## src/rtl/xl_pkg.sv

```systemverilog
package xl_pkg;
  localparam int PG_OFF_W    = 12;
  localparam int FRM_W       = 20;
  localparam int PTE_W       = 32;
  localparam int PTE_PROT_LO = 20;
  localparam int PTE_MOD     = 22;
  localparam int PTE_REF     = 23;
  localparam int PTE_VLD     = 24;

  localparam logic [1:0] OP_READ  = 2'd0;
  localparam logic [1:0] OP_WRITE = 2'd1;
  localparam logic [1:0] OP_EXEC  = 2'd2;

  localparam logic [1:0] FLT_NONE    = 2'd0;
  localparam logic [1:0] FLT_BOUND   = 2'd1;
  localparam logic [1:0] FLT_INVALID = 2'd2;
  localparam logic [1:0] FLT_PROT    = 2'd3;

  localparam logic [1:0] PR_RO = 2'd1;
  localparam logic [1:0] PR_RW = 2'd2;
  localparam logic [1:0] PR_RX = 2'd3;

  typedef enum logic [1:0] {WK_IDLE, WK_READ, WK_WRITE} walk_st_e;

  function automatic logic op_allowed(input logic [1:0] op, input logic [1:0] prot);
    logic ok;
    case (op)
      OP_READ:  ok = (prot != 2'd0);
      OP_WRITE: ok = (prot == PR_RW);
      OP_EXEC:  ok = (prot == PR_RX);
      default:  ok = 1'b0;
    endcase
    return ok;
  endfunction
endpackage

```

## src/rtl/xl_tlb_cam.sv

```systemverilog
module xl_tlb_cam
  import xl_pkg::*;
#(
  parameter int VPN_W   = 20,
  parameter int ENTRIES = 8,
  localparam int IDX_W  = (ENTRIES > 1) ? $clog2(ENTRIES) : 1
) (
  input  logic             clk,
  input  logic             rst_n,
  input  logic             flush_i,
  input  logic [VPN_W-1:0] lk_vpn_i,
  output logic             lk_hit_o,
  output logic [IDX_W-1:0] lk_idx_o,
  output logic [FRM_W-1:0] lk_frame_o,
  output logic [1:0]       lk_prot_o,
  output logic             lk_dirty_o,
  input  logic             ins_en_i,
  input  logic             ins_reuse_i,
  input  logic [IDX_W-1:0] ins_idx_i,
  input  logic [VPN_W-1:0] ins_vpn_i,
  input  logic [FRM_W-1:0] ins_frame_i,
  input  logic [1:0]       ins_prot_i,
  input  logic             ins_dirty_i
);
  logic [ENTRIES-1:0] match;
  logic [FRM_W-1:0]   frm_w  [ENTRIES];
  logic [1:0]         prot_w [ENTRIES];
  logic [ENTRIES-1:0] dirty_w;
  logic [IDX_W-1:0]   ptr_q;
  logic [IDX_W-1:0]   tgt;

  assign tgt = ins_reuse_i ? ins_idx_i : ptr_q;

  for (genvar g = 0; g < ENTRIES; g++) begin : g_ent
    logic             vld_r;
    logic [VPN_W-1:0] vpn_r;
    logic [FRM_W-1:0] frm_r;
    logic [1:0]       prot_r;
    logic             dirty_r;
    logic             wr_sel;

    assign wr_sel     = ins_en_i && (tgt == IDX_W'(g));
    assign match[g]   = vld_r && (vpn_r == lk_vpn_i);
    assign frm_w[g]   = frm_r;
    assign prot_w[g]  = prot_r;
    assign dirty_w[g] = dirty_r;

    always_ff @(posedge clk or negedge rst_n) begin
      if (!rst_n) begin
        vld_r   <= 1'b0;
        vpn_r   <= '0;
        frm_r   <= '0;
        prot_r  <= '0;
        dirty_r <= 1'b0;
      end else if (flush_i) begin
        vld_r <= 1'b0;
      end else if (wr_sel) begin
        vld_r   <= 1'b1;
        vpn_r   <= ins_vpn_i;
        frm_r   <= ins_frame_i;
        prot_r  <= ins_prot_i;
        dirty_r <= ins_dirty_i;
      end
    end
  end

  always_comb begin
    lk_hit_o   = |match;
    lk_idx_o   = '0;
    lk_frame_o = '0;
    lk_prot_o  = '0;
    lk_dirty_o = 1'b0;
    for (int i = 0; i < ENTRIES; i++) begin
      if (match[i]) begin
        lk_idx_o   = IDX_W'(i);
        lk_frame_o = frm_w[i];
        lk_prot_o  = prot_w[i];
        lk_dirty_o = dirty_w[i];
      end
    end
  end

  always_ff @(posedge clk or negedge rst_n) begin
    if (!rst_n) begin
      ptr_q <= '0;
    end else if (flush_i) begin
      ptr_q <= '0;
    end else if (ins_en_i && !ins_reuse_i) begin
      ptr_q <= (ptr_q == IDX_W'(ENTRIES - 1)) ? '0 : ptr_q + 1'b1;
    end
  end
endmodule

```

## src/rtl/xl_walker.sv

```systemverilog
module xl_walker
  import xl_pkg::*;
#(
  parameter int VPN_W = 20,
  parameter int PA_W  = 32
) (
  input  logic             clk,
  input  logic             rst_n,
  input  logic             start_i,
  input  logic [VPN_W-1:0] vpn_i,
  input  logic [1:0]       op_i,
  input  logic [PA_W-1:0]  base_i,
  output logic             mem_req_o,
  output logic             mem_we_o,
  output logic [PA_W-1:0]  mem_addr_o,
  output logic [PTE_W-1:0] mem_wdata_o,
  input  logic             mem_ack_i,
  input  logic [PTE_W-1:0] mem_rdata_i,
  output logic             busy_o,
  output logic             fin_o,
  output logic [1:0]       fin_fault_o,
  output logic [PTE_W-1:0] fin_pte_o
);
  walk_st_e         st_q;
  logic [1:0]       op_q;
  logic [PA_W-1:0]  addr_q;
  logic [PTE_W-1:0] wdata_q;
  logic [PTE_W-1:0] pte_upd;
  logic             go_write;

  assign pte_upd = mem_rdata_i
                 | (PTE_W'(1) << PTE_REF)
                 | ((op_q == OP_WRITE) ? (PTE_W'(1) << PTE_MOD) : '0);

  always_comb begin
    fin_o       = 1'b0;
    fin_fault_o = FLT_NONE;
    fin_pte_o   = mem_rdata_i;
    go_write    = 1'b0;
    case (st_q)
      WK_READ: begin
        if (mem_ack_i) begin
          if (!mem_rdata_i[PTE_VLD]) begin
            fin_o       = 1'b1;
            fin_fault_o = FLT_INVALID;
          end else if (!op_allowed(op_q, mem_rdata_i[PTE_PROT_LO +: 2])) begin
            fin_o       = 1'b1;
            fin_fault_o = FLT_PROT;
          end else if (pte_upd != mem_rdata_i) begin
            go_write = 1'b1;
          end else begin
            fin_o = 1'b1;
          end
        end
      end
      WK_WRITE: begin
        if (mem_ack_i) begin
          fin_o     = 1'b1;
          fin_pte_o = wdata_q;
        end
      end
      default: ;
    endcase
  end

  always_ff @(posedge clk or negedge rst_n) begin
    if (!rst_n) begin
      st_q    <= WK_IDLE;
      op_q    <= '0;
      addr_q  <= '0;
      wdata_q <= '0;
    end else begin
      case (st_q)
        WK_IDLE: begin
          if (start_i) begin
            st_q   <= WK_READ;
            op_q   <= op_i;
            addr_q <= base_i + PA_W'({vpn_i, 2'b00});
          end
        end
        WK_READ: begin
          if (mem_ack_i) begin
            if (go_write) begin
              st_q    <= WK_WRITE;
              wdata_q <= pte_upd;
            end else begin
              st_q <= WK_IDLE;
            end
          end
        end
        WK_WRITE: begin
          if (mem_ack_i) st_q <= WK_IDLE;
        end
        default: st_q <= WK_IDLE;
      endcase
    end
  end

  assign busy_o      = (st_q != WK_IDLE);
  assign mem_req_o   = (st_q != WK_IDLE);
  assign mem_we_o    = (st_q == WK_WRITE);
  assign mem_addr_o  = addr_q;
  assign mem_wdata_o = wdata_q;
endmodule

```

## src/rtl/vaddr_xlate.sv

```systemverilog
module vaddr_xlate
  import xl_pkg::*;
#(
  parameter int VA_W        = 32,
  parameter int TLB_ENTRIES = 8,
  localparam int VPN_W      = VA_W - PG_OFF_W,
  localparam int PA_W       = FRM_W + PG_OFF_W,
  localparam int IDX_W      = (TLB_ENTRIES > 1) ? $clog2(TLB_ENTRIES) : 1
) (
  input  logic             clk,
  input  logic             rst_n,
  input  logic             flush_i,
  input  logic [PA_W-1:0]  pt_base_i,
  input  logic [VPN_W:0]   pt_len_i,
  input  logic             req_valid_i,
  output logic             req_ready_o,
  input  logic [VA_W-1:0]  req_vaddr_i,
  input  logic [1:0]       req_op_i,
  output logic             rsp_valid_o,
  output logic [PA_W-1:0]  rsp_paddr_o,
  output logic [1:0]       rsp_fault_o,
  output logic             mem_req_o,
  output logic             mem_we_o,
  output logic [PA_W-1:0]  mem_addr_o,
  output logic [PTE_W-1:0] mem_wdata_o,
  input  logic             mem_ack_i,
  input  logic [PTE_W-1:0] mem_rdata_i
);
  logic [VPN_W-1:0]    req_vpn;
  logic [PG_OFF_W-1:0] req_off;
  logic                acc, out_of_range, perm_ok, need_mod;
  logic                lk_hit, lk_dirty;
  logic [IDX_W-1:0]    lk_idx;
  logic [FRM_W-1:0]    lk_frame;
  logic [1:0]          lk_prot;
  logic                imm_rsp, start_walk;
  logic [1:0]          imm_fault;
  logic [PA_W-1:0]     imm_paddr;
  logic                wk_busy, wk_fin;
  logic [1:0]          wk_fault;
  logic [PTE_W-1:0]    wk_pte;
  logic [VPN_W-1:0]    vpn_q;
  logic [PG_OFF_W-1:0] off_q;
  logic                reuse_q;
  logic [IDX_W-1:0]    idx_q;
  logic                ins_en;
  logic                rsp_valid_q;
  logic [PA_W-1:0]     rsp_paddr_q;
  logic [1:0]          rsp_fault_q;

  assign req_vpn      = req_vaddr_i[VA_W-1:PG_OFF_W];
  assign req_off      = req_vaddr_i[PG_OFF_W-1:0];
  assign req_ready_o  = !wk_busy;
  assign acc          = req_valid_i && req_ready_o;
  assign out_of_range = ({1'b0, req_vpn} >= pt_len_i);
  assign perm_ok      = op_allowed(req_op_i, lk_prot);
  assign need_mod     = (req_op_i == OP_WRITE) && !lk_dirty;

  xl_tlb_cam #(.VPN_W(VPN_W), .ENTRIES(TLB_ENTRIES)) cam_i (
    .clk         (clk),
    .rst_n       (rst_n),
    .flush_i     (flush_i),
    .lk_vpn_i    (req_vpn),
    .lk_hit_o    (lk_hit),
    .lk_idx_o    (lk_idx),
    .lk_frame_o  (lk_frame),
    .lk_prot_o   (lk_prot),
    .lk_dirty_o  (lk_dirty),
    .ins_en_i    (ins_en),
    .ins_reuse_i (reuse_q),
    .ins_idx_i   (idx_q),
    .ins_vpn_i   (vpn_q),
    .ins_frame_i (wk_pte[FRM_W-1:0]),
    .ins_prot_i  (wk_pte[PTE_PROT_LO +: 2]),
    .ins_dirty_i (wk_pte[PTE_MOD])
  );

  xl_walker #(.VPN_W(VPN_W), .PA_W(PA_W)) walk_i (
    .clk         (clk),
    .rst_n       (rst_n),
    .start_i     (start_walk),
    .vpn_i       (req_vpn),
    .op_i        (req_op_i),
    .base_i      (pt_base_i),
    .mem_req_o   (mem_req_o),
    .mem_we_o    (mem_we_o),
    .mem_addr_o  (mem_addr_o),
    .mem_wdata_o (mem_wdata_o),
    .mem_ack_i   (mem_ack_i),
    .mem_rdata_i (mem_rdata_i),
    .busy_o      (wk_busy),
    .fin_o       (wk_fin),
    .fin_fault_o (wk_fault),
    .fin_pte_o   (wk_pte)
  );

  // Decide at acceptance: range first, then cached permission, then hit/walk.
  always_comb begin
    imm_rsp    = 1'b0;
    imm_fault  = FLT_NONE;
    imm_paddr  = '0;
    start_walk = 1'b0;
    if (acc) begin
      if (out_of_range) begin
        imm_rsp   = 1'b1;
        imm_fault = FLT_BOUND;
      end else if (lk_hit && !perm_ok) begin
        imm_rsp   = 1'b1;
        imm_fault = FLT_PROT;
      end else if (lk_hit && !need_mod) begin
        imm_rsp   = 1'b1;
        imm_paddr = {lk_frame, req_off};
      end else begin
        start_walk = 1'b1;
      end
    end
  end

  always_ff @(posedge clk or negedge rst_n) begin
    if (!rst_n) begin
      vpn_q   <= '0;
      off_q   <= '0;
      reuse_q <= 1'b0;
      idx_q   <= '0;
    end else if (start_walk) begin
      vpn_q   <= req_vpn;
      off_q   <= req_off;
      reuse_q <= lk_hit;
      idx_q   <= lk_idx;
    end
  end

  assign ins_en = wk_fin && (wk_fault == FLT_NONE);

  always_ff @(posedge clk or negedge rst_n) begin
    if (!rst_n) begin
      rsp_valid_q <= 1'b0;
      rsp_paddr_q <= '0;
      rsp_fault_q <= FLT_NONE;
    end else begin
      rsp_valid_q <= imm_rsp || wk_fin;
      if (wk_fin) begin
        rsp_fault_q <= wk_fault;
        rsp_paddr_q <= (wk_fault == FLT_NONE) ? {wk_pte[FRM_W-1:0], off_q} : '0;
      end else if (imm_rsp) begin
        rsp_fault_q <= imm_fault;
        rsp_paddr_q <= imm_paddr;
      end
    end
  end

  assign rsp_valid_o = rsp_valid_q;
  assign rsp_paddr_o = rsp_paddr_q;
  assign rsp_fault_o = rsp_fault_q;
endmodule

```

## config.mk

```make
export PLATFORM = sky130hd
export DESIGN_NAME = vaddr_xlate
export DESIGN_NICKNAME = d
export VERILOG_FILES = /design/src/rtl/xl_pkg.sv /design/src/rtl/xl_tlb_cam.sv /design/src/rtl/xl_walker.sv /design/src/rtl/vaddr_xlate.sv
export SDC_FILE = /design/constraint.sdc
export NUM_CORES = 1
export LEC_CHECK = 0
export BUFFER_PORTS_ARGS = -buffer_cell sky130_fd_sc_hd__clkbuf_2
export CAP_MARGIN = 10
export CORE_MARGIN = 4
export CORE_UTILIZATION = 60
export CTS_CLUSTER_DIAMETER = 30
export DETAILED_ROUTE_END_ITERATION = 8
export PLACE_DENSITY_LB_ADDON = 0.1
export SLEW_MARGIN = 20
export SYNTH_ARGS = -nofsm -noshare
export SYNTH_HDL_FRONTEND = slang
export SYNTH_SLANG_ARGS = --single-unit
export TNS_END_PERCENT = 5
```

## constraint.sdc

```tcl
create_clock -name clk -period 4.95 [get_ports clk]
set_input_delay 1.2375 -clock clk [delete_from_list [all_inputs] [get_ports clk]]
set_output_delay 1.2375 -clock clk [all_outputs]
set_load 0.01 [all_outputs]
```

==> summary.md <==
| Metric | Value |
|---|---|
| Post-synthesis async set-or-reset flop share | `1.000` |
| Clock buffer depth | `3` |
| Library cell appearing most often on the critical path | `sky130_fd_sc_hd__buf_4` |
| Final-layout fill cell count | `~2600` |
| P&R area growth vs syn | `25.81%` |
| Sequential-to-total area share from yosys stat | `0.5053` |
| Final hold violation count | `0` |
| Post-layout min period | `4608 ps` |
| Worst setup EP type | `flip-flop` |
| Via count of the first global-routing pass | `20934` |
| Post-CTS setup repair buffer count | `0` |
| Drt pass-1 iters | `5` |
| Largest clock skew in the final design | `27.54 ps` |
| Synth top cells by count | `494 x sky130_fd_sc_hd__dfrtp_1, 340 x sky130_fd_sc_hd__nand2_1, 224 x sky130_fd_sc_hd__o21ai_0` |
| R2R Setup Slk | `around 770 ps` |
| Total via count after detailed routing | `20072` |
| Layout net count | `2820` |
| Largest fanout on the critical path | `49` |
| Area share of fa/ha/maj cells after synthesis | `0.02793` |
| Vertical die dimension | `about 210 um` |
| End of the worst register-to-register path | `cam_i.g_ent[2].frm_r[16]$_DFFE_PN0P_` |
| Number of antenna-violating nets in the routed design | `0` |
| Cell row count | `73` |
| Effective utilization at floorplan | `0.6115` |
| Port bufs | `225` |
| Total of hold buffers inserted after clock tree synthesis | `0` |
| Critical path's largest stage delay | `around 520 ps` |
| Synth Area in Simple Gates | `0.1215` |
| Synth Cell Area | `about 24000 sq um` |
| Arrival time at the worst endpoint | `5130 ps` |
| Clk sink count | `between 400 and 500` |
| Number of violations reported at the end of detailed-routing iteration 0 | `approximately 1900` |
| Total of endpoints with negative setup slack in the final report | `0` |
| Global-route congestion overflow total | `0` |
| Overall routing resource usage | `0.3517` |
| Cell count after synthesis | `roughly 2300` |
| CP Launch Type | `primary input` |
| Die Outline Area | `roughly 44000 sq um` |
| Setup TNS | `0 ps` |
| Post-synth EDFFs | `0` |
| Compound-cell area share of the yosys netlist | `0.1266` |
| Portion of netlist area occupied by mux cells | `0.1164` |
| Die width | `209.9 um` |
| Max-slew headroom | `0.2976` |
| Detailed placer's ending HPWL | `~52000 um` |
| Largest vdd supply drop | `0.5396 mV` |
| Post-synth cell types | `88` |
| Worst r2r src | `walk_i.op_q[0]$_DFFE_PN0P_` |
| Standard cell with the maximum stage delay on the critical path | `sky130_fd_sc_hd__nor4_1` |
| Top-area cell type share of the netlist area | `0.5053` |
| Cts bufs inserted | `~110` |
| Dominant register cell in the synthesized netlist | `sky130_fd_sc_hd__dfrtp_1` |
| Floorplan Core Area | `roughly 40000 sq um` |
| Power density over the cells | `about 520 nW/um^2` |
| Post-placement cell area | `about 27000 sq um` |
| Area of all placed cells without fillers | `a little over 30000 sq um` |
| Clock insertion delay at the later pin of the skew report | `between 600 and 700 ps` |
| Number of H-tree levels | `3` |
| Area leader, netlist | `sky130_fd_sc_hd__dfrtp_1` |
| Critical path cell sequence | `clkbuf_2 -> xor2_1 -> nor4_1 -> buf_4 -> and3_1 -> nand3_1 -> a311o_1 -> a211oi_1 -> buf_4 -> nor2_1 -> o311ai_4 -> nand2_4 -> buf_12 -> mux2_1` |
| Data required, critical path | `5470 ps` |
| Via density per instance | `slightly above 6` |
| Clock transition at the registers of the reported paths | `~50 ps` |
| Total count of max-transition violations in the final report | `0` |
| Global-route wire length before repair | `approximately 120000 um` |
| Post-route clock period utilization | `0.9308` |
| Post-CTS Resized | `0` |
| Endpoint, Worst Hold | `walk_i.mem_wdata_o[24]$_DFFE_PN0P_` |
| RSZ-0062 raised after global routing | `no` |
| Initial antenna violation count | `1` |
| FF+latch count, synth | `approximately 490` |
| Syn_nets | `roughly 2500` |
| Number of max-cap violations | `0` |
| Xor and xnor fraction of the mapped netlist area | `0.06695` |
| Root buf cell | `sky130_fd_sc_hd__clkbuf_16` |
| R2R cell count | `13` |
| Dominant cells by area after synthesis | `sky130_fd_sc_hd__dfrtp_1 51%, sky130_fd_sc_hd__mux2_2 7.5%, sky130_fd_sc_hd__nand2_1 5.2%, sky130_fd_sc_hd__xnor2_1 5.0%, sky130_fd_sc_hd__o21ai_0 4.6%` |
| Layout cell share with drive strength beyond 1 | `0.2676` |
| Boundary pin count | `226` |
| Maximum clock frequency | `~220 MHz` |
| Type of the worst setup path | `in -> reg` |
| Run status | `complete, no violations` |
| Worst min-delay path category | `reg -> reg` |
| Number of cells traversed by the worst hold path | `1` |
| Post-detailed-route DRC marker count | `0` |
| Maximum number of pins on one net before global-route repair | `roughly 110` |
| Global placement routability congestion | `approximately 1.0` |
| Diode insertion count for antenna repair | `0` |
| Ys Warns | `0` |
| Most common cell in the netlist | `sky130_fd_sc_hd__dfrtp_1` |
| TritonCTS clock tree | `yes` |
| Wire length per cell | `between 20 and 25 um` |
| Leakage Power | `about 15 nW` |
| Post-Synthesis Mean Instance Area | `10.59 sq um` |
| Launch point of the worst hold path | `walk_i.mem_wdata_o[24]$_DFFE_PN0P_` |
| Detailed Route WL | `76910 um` |
| Worst Max-Slew Pin Slew | `1024 ps` |
| Main combinational cell family by area after synthesis | `compound AO/OA/AOI/OAI gates` |
worst max-delay path, delay by kind of cell:
kind                      cells  cell delay, ps
AOI/OAI and AO/OA             3            1110
xor gates and xnor gates      1             250
buffers and inverters         4            1000
muxes                         1             350
and+or+nand+nor               5            1090
cells in the final DEF, fill, tap and decap left out, types with 47 or more instances in the layout:
cell type,count
sky130_fd_sc_hd__dfrtp_1,494
sky130_fd_sc_hd__nand2_1,334
sky130_fd_sc_hd__o21ai_0,224
sky130_fd_sc_hd__clkbuf_2,224
sky130_fd_sc_hd__mux2_2,162
sky130_fd_sc_hd__xnor2_1,140
sky130_fd_sc_hd__buf_4,110
sky130_fd_sc_hd__clkbuf_16,106
sky130_fd_sc_hd__nor2_1,99
sky130_fd_sc_hd__inv_1,78
sky130_fd_sc_hd__mux2_1,65
sky130_fd_sc_hd__nand3_1,55
sky130_fd_sc_hd__ha_1,53
sky130_fd_sc_hd__nand4_1,47
sky130_fd_sc_hd__xor2_1,47
metal layers:
metal  wire length [um]  global-route usage  vias to the layer above
li1                   -                   -                     8870
met1              32690              0.5050                    10066
met2              33310              0.5166                      958
met3               8606              0.1112                      176
met4               2292              0.1107                        2
met5                 11                   0                        -
sequential cells by signal, summed over array words and instances, names as in the netlist:
register	cells
cam_i.g_ent.dirty_r	8
cam_i.g_ent.frm_r	160
cam_i.g_ent.prot_r	16
cam_i.g_ent.vld_r	8
cam_i.g_ent.vpn_r	160
cam_i.ptr_q	3
idx_q	3
off_q	12
reuse_q	1
rsp_fault_o	2
rsp_paddr_o	32
rsp_valid_o	1
vpn_q	20
walk_i.mem_addr_o	32
walk_i.mem_wdata_o	32
walk_i.op_q	2
walk_i.st_q	2
layout make-up:
| class | count | area, sq um | share of cell area |
|---|---|---|---|
| inverter | 79 | 296.5 | 0.009635 |
| clock inverter | 68 | 1028 | 0.03342 |
| sequential | 494 | 12360 | 0.4017 |
| multi-input combinational | 1610 | 11270 | 0.3661 |
| tap | 525 | 656.9 | 0.02134 |
| clock buffer | 130 | 2883 | 0.09367 |
| timing repair buffer | 351 | 2282 | 0.07415 |
power by group:
group	internal [mW]	switching, mW
registers	4.89	0.807
clock network	5.12	2.46
logic	1.22	1.50
stage by stage:
stage / power, mW / std cells / setup slack [ps] / util / hold slack, ps
after floorplan: 7.044 / 2311 / 528.6 / - / 441.2
after global placement: 8.276 / 3059 / -146.1 / 0.6714 / 449.4
after detailed placement: 8.392 / 3059 / -163.1 / 0.6714 / 451.4
after CTS: 16.02 / 3257 / 480.2 / 0.7692 / 466.3
after global routing: 16.64 / 3257 / 252.6 / 0.7693 / 492.1
final: 15.99 / 3257 / 342.3 / 0.7693 / 468.6
how the worst max path moves through the flow:
| stage | from | endpoint | slack [ps] | cells past startpoint |
|---|---|---|---|---|
| floorplan | req_vaddr_i[22] | vpn_q[10]$_DFFE_PN0P_ | 530 | 12 |
| global placement | req_vaddr_i[24] | rsp_paddr_o[2]$_DFFE_PN0P_ | -150 | 15 |
| detailed placement | req_vaddr_i[24] | rsp_paddr_o[3]$_DFFE_PN0P_ | -160 | 15 |
| CTS | req_vaddr_i[24] | rsp_paddr_o[4]$_DFFE_PN0P_ | 480 | 15 |
| global route | req_vaddr_i[24] | rsp_paddr_o[3]$_DFFE_PN0P_ | 250 | 15 |
| finish | req_vaddr_i[24] | vpn_q[5]$_DFFE_PN0P_ | 340 | 14 |
cells by family after synthesis:
group           count (synthesis)
simple gates                  647
mux                           256
xor+xnor                      187
buf+inv                       207
flops                         494
compound gates                466
fa+ha+maj                      54
Power figures use the tool's default switching activity.
